===== src/rtl/burst_col_pkg.sv =====
package burst_col_pkg;
  localparam int COL_W = 9;
  localparam int OFF_W = 3;
  localparam int LOG_W = 2;

  typedef enum logic [2:0] {
    LEN_1    = 3'b000,
    LEN_2    = 3'b001,
    LEN_4    = 3'b010,
    LEN_8    = 3'b011,
    LEN_PAGE = 3'b111
  } len_code_e;

  typedef struct packed {
    logic [LOG_W-1:0] len_log;
    logic             full;
    logic             err;
  } len_info_t;
endpackage


===== src/rtl/burst_len_dec.sv =====
module burst_len_dec
  import burst_col_pkg::*;
(
  input  logic [2:0] code,
  output len_info_t  info
);
  always_comb begin
    info = '0;
    unique case (code)
      LEN_1:    info.len_log = 2'd0;
      LEN_2:    info.len_log = 2'd1;
      LEN_4:    info.len_log = 2'd2;
      LEN_8:    info.len_log = 2'd3;
      LEN_PAGE: info.full    = 1'b1;
      default:  info.err     = 1'b1;
    endcase
  end
endmodule


===== src/rtl/burst_order.sv =====
module burst_order #(
  parameter int COL_W = 9,
  parameter int OFF_W = 3,
  parameter int LOG_W = 2
) (
  input  logic [COL_W-1:0] base,
  input  logic [COL_W-1:0] beat,
  input  logic [LOG_W-1:0] len_log,
  input  logic             ilv,
  input  logic             full,
  output logic [COL_W-1:0] col
);
  logic [OFF_W-1:0] lin_low;
  logic [OFF_W-1:0] xor_low;
  logic [OFF_W-1:0] mix_low;
  logic [COL_W-1:0] page_col;

  assign lin_low  = base[OFF_W-1:0] + beat[OFF_W-1:0];
  assign xor_low  = base[OFF_W-1:0] ^ beat[OFF_W-1:0];
  assign page_col = base + beat;

  for (genvar i = 0; i < OFF_W; i++) begin : g_bit
    logic in_block;
    assign in_block   = (LOG_W'(i) < len_log);
    assign mix_low[i] = in_block ? (ilv ? xor_low[i] : lin_low[i]) : base[i];
  end

  assign col = full ? page_col : {base[COL_W-1:OFF_W], mix_low};
endmodule


===== src/rtl/burst_col_gen.sv =====
module burst_col_gen
  import burst_col_pkg::*;
(
  input  logic             clk,
  input  logic             rst_n,
  input  logic             start,
  input  logic [COL_W-1:0] start_col,
  input  logic [2:0]       len_code,
  input  logic             ilv,
  input  logic             term,
  input  logic             beat_ready,
  output logic             beat_valid,
  output logic [COL_W-1:0] beat_col,
  output logic             beat_last,
  output logic             mode_err
);
  len_info_t        dec;
  logic             active_q;
  logic [COL_W-1:0] beat_q;
  logic [COL_W-1:0] base_q;
  logic [LOG_W-1:0] log_q;
  logic             full_q;
  logic             ilv_q;
  logic             err_q;
  logic [COL_W-1:0] final_beat;
  logic             fire;

  burst_len_dec u_dec (
    .code (len_code),
    .info (dec)
  );

  burst_order #(
    .COL_W (COL_W),
    .OFF_W (OFF_W),
    .LOG_W (LOG_W)
  ) u_order (
    .base    (base_q),
    .beat    (beat_q),
    .len_log (log_q),
    .ilv     (ilv_q),
    .full    (full_q),
    .col     (beat_col)
  );

  always_comb begin
    final_beat = '0;
    final_beat[OFF_W-1:0] = OFF_W'((4'd1 << log_q) - 4'd1);
  end

  assign beat_valid = active_q;
  assign beat_last  = active_q && !full_q && (beat_q == final_beat);
  assign mode_err   = err_q;
  assign fire       = active_q && beat_ready;

  always_ff @(posedge clk) begin
    if (!rst_n) begin
      active_q <= 1'b0;
      beat_q   <= '0;
      base_q   <= '0;
      log_q    <= '0;
      full_q   <= 1'b0;
      ilv_q    <= 1'b0;
      err_q    <= 1'b0;
    end else if (start) begin
      active_q <= 1'b1;
      beat_q   <= '0;
      base_q   <= start_col;
      log_q    <= dec.len_log;
      full_q   <= dec.full;
      ilv_q    <= ilv;
      err_q    <= dec.err;
    end else if (term) begin
      active_q <= 1'b0;
    end else if (fire) begin
      if (beat_last) active_q <= 1'b0;
      else           beat_q   <= beat_q + 1'b1;
    end
  end

  p_reset_idle_r1: assert property (@(posedge clk)
    !rst_n |=> !beat_valid && !mode_err);

  p_start_col_r2: assert property (@(posedge clk) disable iff (!rst_n)
    start |=> beat_valid && beat_col == $past(start_col));

  p_stall_hold_r8: assert property (@(posedge clk) disable iff (!rst_n)
    beat_valid && !beat_ready && !start && !term
      |=> beat_valid && $stable(beat_col) && $stable(beat_last));

  p_term_drop_r9: assert property (@(posedge clk) disable iff (!rst_n)
    beat_valid && term && !start |=> !beat_valid);

  p_last_ends_r7: assert property (@(posedge clk) disable iff (!rst_n)
    beat_valid && beat_last && beat_ready && !start |=> !beat_valid);

  p_err_single_r11: assert property (@(posedge clk) disable iff (!rst_n)
    beat_valid && mode_err |-> beat_last);
endmodule


===== config.mk =====
export PLATFORM = sky130hd
export DESIGN_NAME = burst_col_gen
export DESIGN_NICKNAME = d
export VERILOG_FILES = /design/src/rtl/burst_col_pkg.sv /design/src/rtl/burst_len_dec.sv /design/src/rtl/burst_order.sv /design/src/rtl/burst_col_gen.sv
export SDC_FILE = /design/constraint.sdc
export NUM_CORES = 1
export LEC_CHECK = 0
export BUFFER_PORTS_ARGS = -buffer_cell sky130_fd_sc_hd__clkbuf_2
export CAP_MARGIN = 20
export CORE_ASPECT_RATIO = 0.75
export CORE_MARGIN = 8
export CORE_UTILIZATION = 30
export DETAILED_ROUTE_END_ITERATION = 12
export SETUP_SLACK_MARGIN = 0.5
export SYNTH_ARGS = -nofsm -noshare
export SYNTH_HDL_FRONTEND = slang
export SYNTH_SLANG_ARGS = --single-unit

===== constraint.sdc =====
create_clock -name clk -period 2.5 [get_ports clk]
set_input_delay 0.75 -clock clk [delete_from_list [all_inputs] [get_ports clk]]
set_output_delay 0.75 -clock clk [all_outputs]
set_load 0.005 [all_outputs]

==> results.toml, run 1 <==
[die]
die_w_um = 100.7
num_rows = 23
core_area_um2 = 5266
die_h_um = 79.55
dieArea_um2 = 8013
initial_utilization_pct = 30.67
ioPinCount = 30

[timing]
hold_violations = 0
relSlewSlack_pct = 71.43
rsz0062_at_grt = "yes"
setup_viol = 7
tns_ps = -2174
slew_viol_final = 0
finalClockSkew_ps = 1.936
fin_crit_sh_pct = 121.4
period_minus_slack_ps = 3034
worstMarginPinSlew_ps = 427.6
fin_ws_ps = -533.8
max_freq_ghz = 0.3296

[yosys]
synth_cell_types = 44
synthCells = 187
netlist_area_um2 = 1615
synth_warnings = 0
syn_area_per_cell_um2 = 8.638
yosys_most_used_dff = "dfxtp_1"
async_flop_share_pct = 0
ys_ff_latch = 24
seq_area_frac_synth_pct = 29.74
synth_edf_count = 0
syn_nets = 215

[cells_and_area]
final_common_cell = "buf_4"
final_util_pct = 42.20
layout_common_cells = "buf_4, clkbuf_2, nand2_1, dfxtp_1, nor2b_1"
diodes = 0
layout-drive-gt1-share_pct = 36.55
fin_nets = 279
fillerInstances = 535
area_growth_pct = 37.57

[power_and_ir_drop]
finalPower_w = 0.0007966
power_density_nw_per_um2 = 358.5
p_leak_nw = 0.9674
vdd_ir_drop_max_mv = 0.2773

[clocking]
ctsLongestPathBuffers = 2
numClockSinks = 24
insertion_delay_ps = 260
clock-root-buffer = "clkbuf_8"
cts_tree = "done"
numCtsBuffers = 3
clkTransAtPathRegs_ps = 80
htreeDepth = 1

[grt]
grt_pass1_wl_um = 7403
grt_pass1_vias = 1516
grt_start_max_net_pins = 18
grt_overflow = 0
antenna_found_initial = 0
grt.total_usage_pct = 11.40

[setup_path]
crit_path_max_incr_delay_ps = 390
worstPathRequired_ps = 1750
cp.arrival_ps = 2280
endpoint_kind = "primary output"
critPathMaxFanout = 3
path_cells = "ha_4 -> fa_2 -> a21oi_4 -> o22ai_1 -> o41a_1 -> xnor2_1 -> o32ai_1 -> clkbuf_2"
cp_slowest_cell = "fa_2"
path_class = "flop to primary output"
cp-start-kind = "flop"

[run]
drv_cap = 0

[drt]
dr.pass1.iters = 4
routedWlPerCell_um = 13.38
ant_nets = 0
drc = 0
vias_per_cell = 4.731
routed_wl_um = 4334
drt_iter0_drc = 64
num_vias = 1533

[outcome]
failed_checks = "negative setup slack"
status = "complete, but fails checks"

[place]
port_buffers = 29
dp_hpwl_um = 3336
routabilityCongestion = 0.8444

[worst_hold_path]
holdCritPathClass = "flop to flop"
## area by class of cell
cell class	instances	area (um^2)	area share [%]
Clock buffer	3	41.29	1.858
Inverter	7	26.28	1.182
Tap cell	75	93.84	4.223
Timing Repair Buffer	64	431.7	19.43
Multi-Input combinational cell	151	1141	51.35
Sequential cell	24	488.0	21.96
## per-layer routing
| metal | global-route usage, % | share of wire, % | up-vias |
|---|---|---|---|
| met5 | 0 | 0 | - |
| met4 | 1.654 | 0.74 | 0 |
| met3 | 3.049 | 4.7 | 4 |
| met2 | 17.15 | 42 | 33 |
| met1 | 16.00 | 53 | 696 |
| li1 | - | - | 800 |
## power breakdown
part | internal, W | total, W | leakage, nW | switching, W
sequential | 0.000396 | 0.000410 | 0.199 | 0.0000138
clock | 0.000108 | 0.000228 | 0.0216 | 0.000120
combinational | 0.0000876 | 0.000159 | 0.747 | 0.0000718
## path summary, 6_finish.rpt
path / endpoint / cells after the start / startpoint / slack, ps
min reg2reg: mode_err$_SDFFE_PN0P_ / 2 / mode_err$_SDFFE_PN0P_ / 470
min: mode_err$_SDFFE_PN0P_ / 2 / mode_err$_SDFFE_PN0P_ / 470
max reg2reg: beat_q[2]$_SDFFE_PP0P_ / 9 / beat_q[2]$_SDFFE_PP0P_ / 610
max: beat_col[8] / 8 / beat_q[0]$_SDFFE_PP0P_ / -530
## flip-flops by register name, indices dropped and copies added (netlist names)
signal and cells:
beat_q 9, mode_err 1, beat_valid 1, log_q 2
full_q 1, base_q 9, ilv_q 1
## cells in the mapped netlist (2+ instances only)
master	instances	share of area [%]
xor2_1	7	3.8
mux2i_1	13	8.1
ha_1	9	7.0
inv_1	7	1.6
nand3_1	4	1.2
nor2_1	10	2.3
dfxtp_1	24	30
a31oi_1	4	1.5
buf_2	2	0.62
nand4_1	3	1.2
nand2_1	20	4.6
nor3_1	3	0.93
o211ai_1	3	1.4
a21oi_2	2	1.1
o22ai_1	2	0.77
xnor2_1	4	2.2
clkbuf_1	2	0.46
nor3b_1	2	0.93
o21ai_0	7	2.2
and2_1	4	1.5
nor2b_1	16	6.2
nand2b_1	3	1.2
a21oi_1	10	3.1
mux2_2	6	4.2
## through the flow
step	worst slack (ps)	hold slack, ps	cell area (um^2)	cells
after global placement	-281.0	454.6	2076	316
after CTS	-552.0	480.7	2196	323
after detailed placement	-323.6	467.0	2076	316
final	-533.8	471.0	2222	324
after floorplan	-136.5	457.4	1640	187
after global routing	-656.3	529.8	2222	324
## cells by family after synthesis
logic type,count (synthesis),share of synthesized area (%)
simple gates,72,23.78
flops,24,29.74
compound gates,39,16.65
buf+inv,12,3.409
fa+ha+maj,10,8.211
mux,19,12.24
xor+xnor,11,5.964
## worst max-delay path, delay by kind of cell (launching register included)
family          cells  cell delay (ps)
compound gates      4              820
xor+xnor            1              130
fa+ha+maj           2              550
buf+inv             1              160
flops               1              340
## what timing repair did
action,CTS,global route
pin swaps,7,2
hold buffers,0,0
buffers inserted,4,1
resized for setup,16,5
endpoints found under the hold margin,0,0
endpoints found under the setup margin,10,10
Note: power is estimated with default switching activity, not from simulation.
==> run 2: changes to the inputs <==
- CORE_ASPECT_RATIO: 0.75 -> 1.75
==> run 2 against run 1 <==
Against the previous run:
- the run still ends with negative setup slack left
- sequential share of layout area down 0.46 points
- clock power is 51% higher
- non-clock buffer count shrank 1
- core utilization up 1.7 points
- wire length increased by 0.37%
- critical path depth is the same
==> results.toml, run 2 (synthesis results as in run 1) <==
[setup_path]
critPathMaxFanout = 3
cp-start-kind = "flop"
endpoint_kind = "primary output"
worstPathRequired_ps = 1750
cp.arrival_ps = 2290
path_class = "flop to primary output"

[clocking]
ctsLongestPathBuffers = 2
insertion_delay_ps = 270
htreeDepth = 1
clkTransAtPathRegs_ps = 90
clock-root-buffer = "clkbuf_8"
numClockSinks = 24
cts_tree = "done"
numCtsBuffers = 3
hold_buffers = 0

[timing]
hold_violations = 0
relSlewSlack_pct = 70.32
fin_ws_ps = -542.2
worstMarginPinSlew_ps = 444.3
fin_crit_sh_pct = 121.7
max_freq_ghz = 0.3287
setup_viol = 6
hold_ws_ps = 471.5
rsz0062_at_grt = "yes"
slew_viol_final = 0
period_minus_slack_ps = 3042
finalClockSkew_ps = 2.693

[cells_and_area]
fin_nets = 278
top_regs = "base_q (9), beat_q (9), log_q (2)"
area_growth_pct = 41.60
fin_cells = 304
final_common_cell = "buf_4"
diodes = 0
layout-drive-gt1-share_pct = 40.16
layout_common_cells = "buf_4, clkbuf_2, nand2_1, dfxtp_1, nor2b_1"
fillerInstances = 501

[die]
die_h_um = 113.1
initial_utilization_pct = 31.00
ioPinCount = 30
die_w_um = 71.47
num_rows = 35
core_area_um2 = 5211
dieArea_um2 = 8081

[place]
dp.cells = 295
dp_hpwl_um = 3436
port_buffers = 29
routabilityCongestion = 0.8543

[power_and_ir_drop]
p_leak_nw = 0.9793
power_density_nw_per_um2 = 398.0
vdd_ir_drop_max_mv = 0.2438

[outcome]
failed_checks = "negative setup slack"
status = "complete, but fails checks"

[worst_hold_path]
holdCritPathClass = "flop to flop"

[drt]
drt_iter0_drc = 72
dr.pass1.iters = 4
drc = 0
routed_wl_um = 4350
vias_per_cell = 5.164
num_vias = 1570
ant_nets = 0
routedWlPerCell_um = 14.31

[grt]
grt.total_usage_pct = 11.30
grt_pass1_wl_um = 7314
grt_pass1_vias = 1663
antenna_found_initial = 0
grt_start_max_net_pins = 18
grt_overflow = 0

[run]
drv_cap = 0
run 2: worst paths after layout:
kind / start / endpoint / slack (ps) / cells past startpoint
setup / recovery: base_q[0]$_SDFFE_PN0P_ / beat_col[8] / -540 / 8
hold / removal: mode_err$_SDFFE_PN0P_ / mode_err$_SDFFE_PN0P_ / 470 / 2
setup reg to reg: beat_q[1]$_SDFFE_PP0P_ / beat_q[0]$_SDFFE_PP0P_ / 760 / 8
hold reg to reg: mode_err$_SDFFE_PN0P_ / mode_err$_SDFFE_PN0P_ / 470 / 2
run 2: metal layers:
metal	vias to the layer above	track usage, %	share of wire [%]	wire [um]
li1	800	-	-	-
met1	729	10.96	39	1680
met2	31	21.52	55	2409
met3	10	1.594	2.5	107
met4	0	6.722	3.5	153
met5	-	0	0	0
run 2: layout make-up:
cell class                      instances  area [um^2]  area share, %
Multi-Input combinational cell        151         1217          53.23
Sequential cell                        24        491.7          21.50
Timing Repair Buffer                   63        411.6          18.00
Tap cell                               55        68.82          3.009
Clock buffer                            3        41.29          1.805
Clock inverter                          1        30.03          1.313
Inverter                                7        26.28          1.149
run 2: power breakdown:
part	switching [W]	total, W	internal (W)
registers	0.0000160	0.000411	0.000395
clock network	0.000130	0.000344	0.000214
logic	0.0000696	0.000155	0.0000858
total	0.000215	0.000910	0.000695
run 2: through the flow:
stage | setup WS (ps) | total power, W | TNS, ps | util (%) | cell area, um^2
floorplan | -136.5 | 0.0004945 | -136.5 | - | 1640
global placement | -296.2 | 0.0005584 | -476.5 | 39.21 | 2043
detailed placement | -302.2 | 0.0005608 | -508.6 | 39.21 | 2043
CTS | -545.3 | 0.0009183 | -2341 | 42.06 | 2192
global route | -649.0 | 0.0009546 | -2253 | 43.89 | 2287
finish | -542.2 | 0.0009102 | -1653 | 43.89 | 2287
run 2: worst max-delay path, stage by stage, from the launching register on:
cell     delay [ps]
dfxtp_2         340
ha_4            160
fa_2            390
a21oi_4         170
o22ai_1          90
o41a_1          330
xnor2_1         150
o32ai_2         240
buf_2           150
run 2: timing repair:
item | 4_1_cts | 5_1_grt
gates resized for setup | 16 | 16
pin swaps | 5 | 1
setup endpoints to repair | 10 | 10
buffers inserted | 4 | 1
==> run 3: changes to the inputs <==
- PLACE_DENSITY_LB_ADDON: default -> 0.05
==> run 3 against run 2 <==
Against the previous run:
- the run still ends with negative setup slack left
- wire length increased by 15%
- die area stayed put
- count of clock-buffer cells in the layout grew 1
- setup slack worse by 32 ps
- core utilization up 1.7 points
- design area up 3.9%
- critical endpoint unchanged
==> results.toml, run 3 (synthesis results as in run 1) <==
[outcome]
status = "complete, but fails checks"
failed_checks = "negative setup slack"

[clocking]
numClockSinks = 24
hold_buffers = 0
ctsLongestPathBuffers = 2
numCtsBuffers = 3
clkTransAtPathRegs_ps = 90
insertion_delay_ps = 270
htreeDepth = 1
cts_tree = "done"
clock-root-buffer = "clkbuf_8"

[setup_path]
r2r_end = "beat_q[2]$_SDFFE_PP0P_"
worstPathRequired_ps = 1750
r2r_start = "beat_q[1]$_SDFFE_PP0P_"
endpoint_kind = "primary output"
critPathMaxFanout = 3
cp.arrival_ps = 2320
r2r_cells = 10
path_class = "flop to primary output"
cp-start-kind = "flop"
r2r_slack_ps = 610

[worst_hold_path]
whs_path_depth = 2
min_to = "mode_err$_SDFFE_PN0P_"
hold_path.startpoint = "mode_err$_SDFFE_PN0P_"
holdCritPathClass = "flop to flop"

[grt]
grt.total_usage_pct = 13.02
grt_pass1_vias = 1751
grt_pass1_wl_um = 8231
antenna_found_initial = 0
grt_overflow = 0
grt_start_max_net_pins = 18

[die]
dieArea_um2 = 8081
num_rows = 35
die_h_um = 113.1
core_area_um2 = 5211
die_w_um = 71.47
initial_utilization_pct = 31.00
ioPinCount = 30

[drt]
routedWlPerCell_um = 16.12
routed_wl_um = 4996
num_vias = 1609
dr.pass1.iters = 4
vias_per_cell = 5.190
drc = 0
drt_iter0_drc = 46
ant_nets = 0

[cells_and_area]
multiInputGateArea_um2 = 1224
fin_nets = 284
top_regs = "base_q (9), beat_q (9), log_q (2)"
final_util_pct = 45.59
layout_common_cells = "buf_4, clkbuf_2, nand2_1, nor2b_1, dfxtp_1"
final_common_cell = "buf_4"
layout-drive-gt1-share_pct = 42.75
register_area_um2 = 500.5
fillerInstances = 519
area_growth_pct = 47.10
diodes = 0

[timing]
worstMarginPinSlew_ps = 489.1
period_minus_slack_ps = 3074
setup_viol = 7
rsz0062_at_grt = "yes"
max_freq_ghz = 0.3253
finalClockSkew_ps = 4.623
fin_ws_ps = -574.2
tns_ps = -2066
hold_violations = 0
slew_viol_final = 0
fin_crit_sh_pct = 123.0
relSlewSlack_pct = 67.33

[power_and_ir_drop]
swShare_pct = 26.76
p_comb_share_pct = 19.9
p_leak_nw = 1.016
power_density_nw_per_um2 = 362.0
clockPowerShare_pct = 32.6
vdd_ir_drop_max_mv = 0.1963
p_int_w = 0.0006299
p_switching_w = 0.0002301
seqPwrFrac_pct = 47.6

[place]
routabilityCongestion = 0.8196
port_buffers = 29
pre_cts_ws_ps = -384.1
dp_hpwl_um = 3833

[run]
drv_cap = 0
run 3: power groups by stage:
stage / registers (W) / logic, W / clock network [W]
floorplan: 0.000414 / 0.0000807 / 0
global placement: 0.000418 / 0.000138 / 0
detailed placement: 0.000418 / 0.000140 / 0
CTS: 0.000409 / 0.000155 / 0.000295
global route: 0.000411 / 0.000190 / 0.000313
finish: 0.000409 / 0.000171 / 0.000280
run 3: final cells by class:
type,count,area share (%)
clock buffer,4,2.317
timing repair buffer,69,21.12
multi-input combinational,151,51.50
inverter,7,1.106
sequential,24,21.06
tap,55,2.896
run 3: how the worst max path moves through the flow:
stage	cells after the start	start	to	slack (ps)
floorplan	7	beat_q[0]$_SDFFE_PP0P_	beat_col[8]	-140
detailed placement	8	base_q[0]$_SDFFE_PN0P_	beat_col[8]	-380
global route	8	base_q[0]$_SDFFE_PN0P_	beat_col[8]	-670
global placement	8	base_q[0]$_SDFFE_PN0P_	beat_col[8]	-320
CTS	8	base_q[0]$_SDFFE_PN0P_	beat_col[8]	-610
finish	8	base_q[0]$_SDFFE_PN0P_	beat_col[8]	-570
run 3: metal layers:
layer / vias up / part of all wire [%] / track usage (%)
met5: - / 0 / 0
met3: 9 / 3.8 / 2.214
li1: 808 / - / -
met2: 36 / 56 / 23.55
met4: 0 / 2.2 / 6.447
met1: 756 / 39 / 13.94
run 3: worst max-delay path, stage by stage (launching register included):
cell and delay [ps]:
dfxtp_2 350, ha_4 170, fa_2 390, a21oi_4 180, o22ai_1 100, o41a_1 340
xnor2_1 160, o32ai_2 220, buf_2 160
run 3: timing repair:
item | CTS | global route
setup buffers | 6 | 7
gates resized for setup | 19 | 32
pin swaps | 5 | 11
setup endpoints to repair | 10 | 10
run 3: per-stage QoR:
stage	cells	total power [W]	hold slack (ps)	instance area, um^2
after floorplan	187	0.0004945	457.4	1640
after global placement	293	0.0005566	452.4	2028
after detailed placement	293	0.0005588	477.3	2028
after CTS	303	0.0008583	489.3	2201
after global routing	310	0.0009143	511.9	2376
final	310	0.0008600	483.6	2376
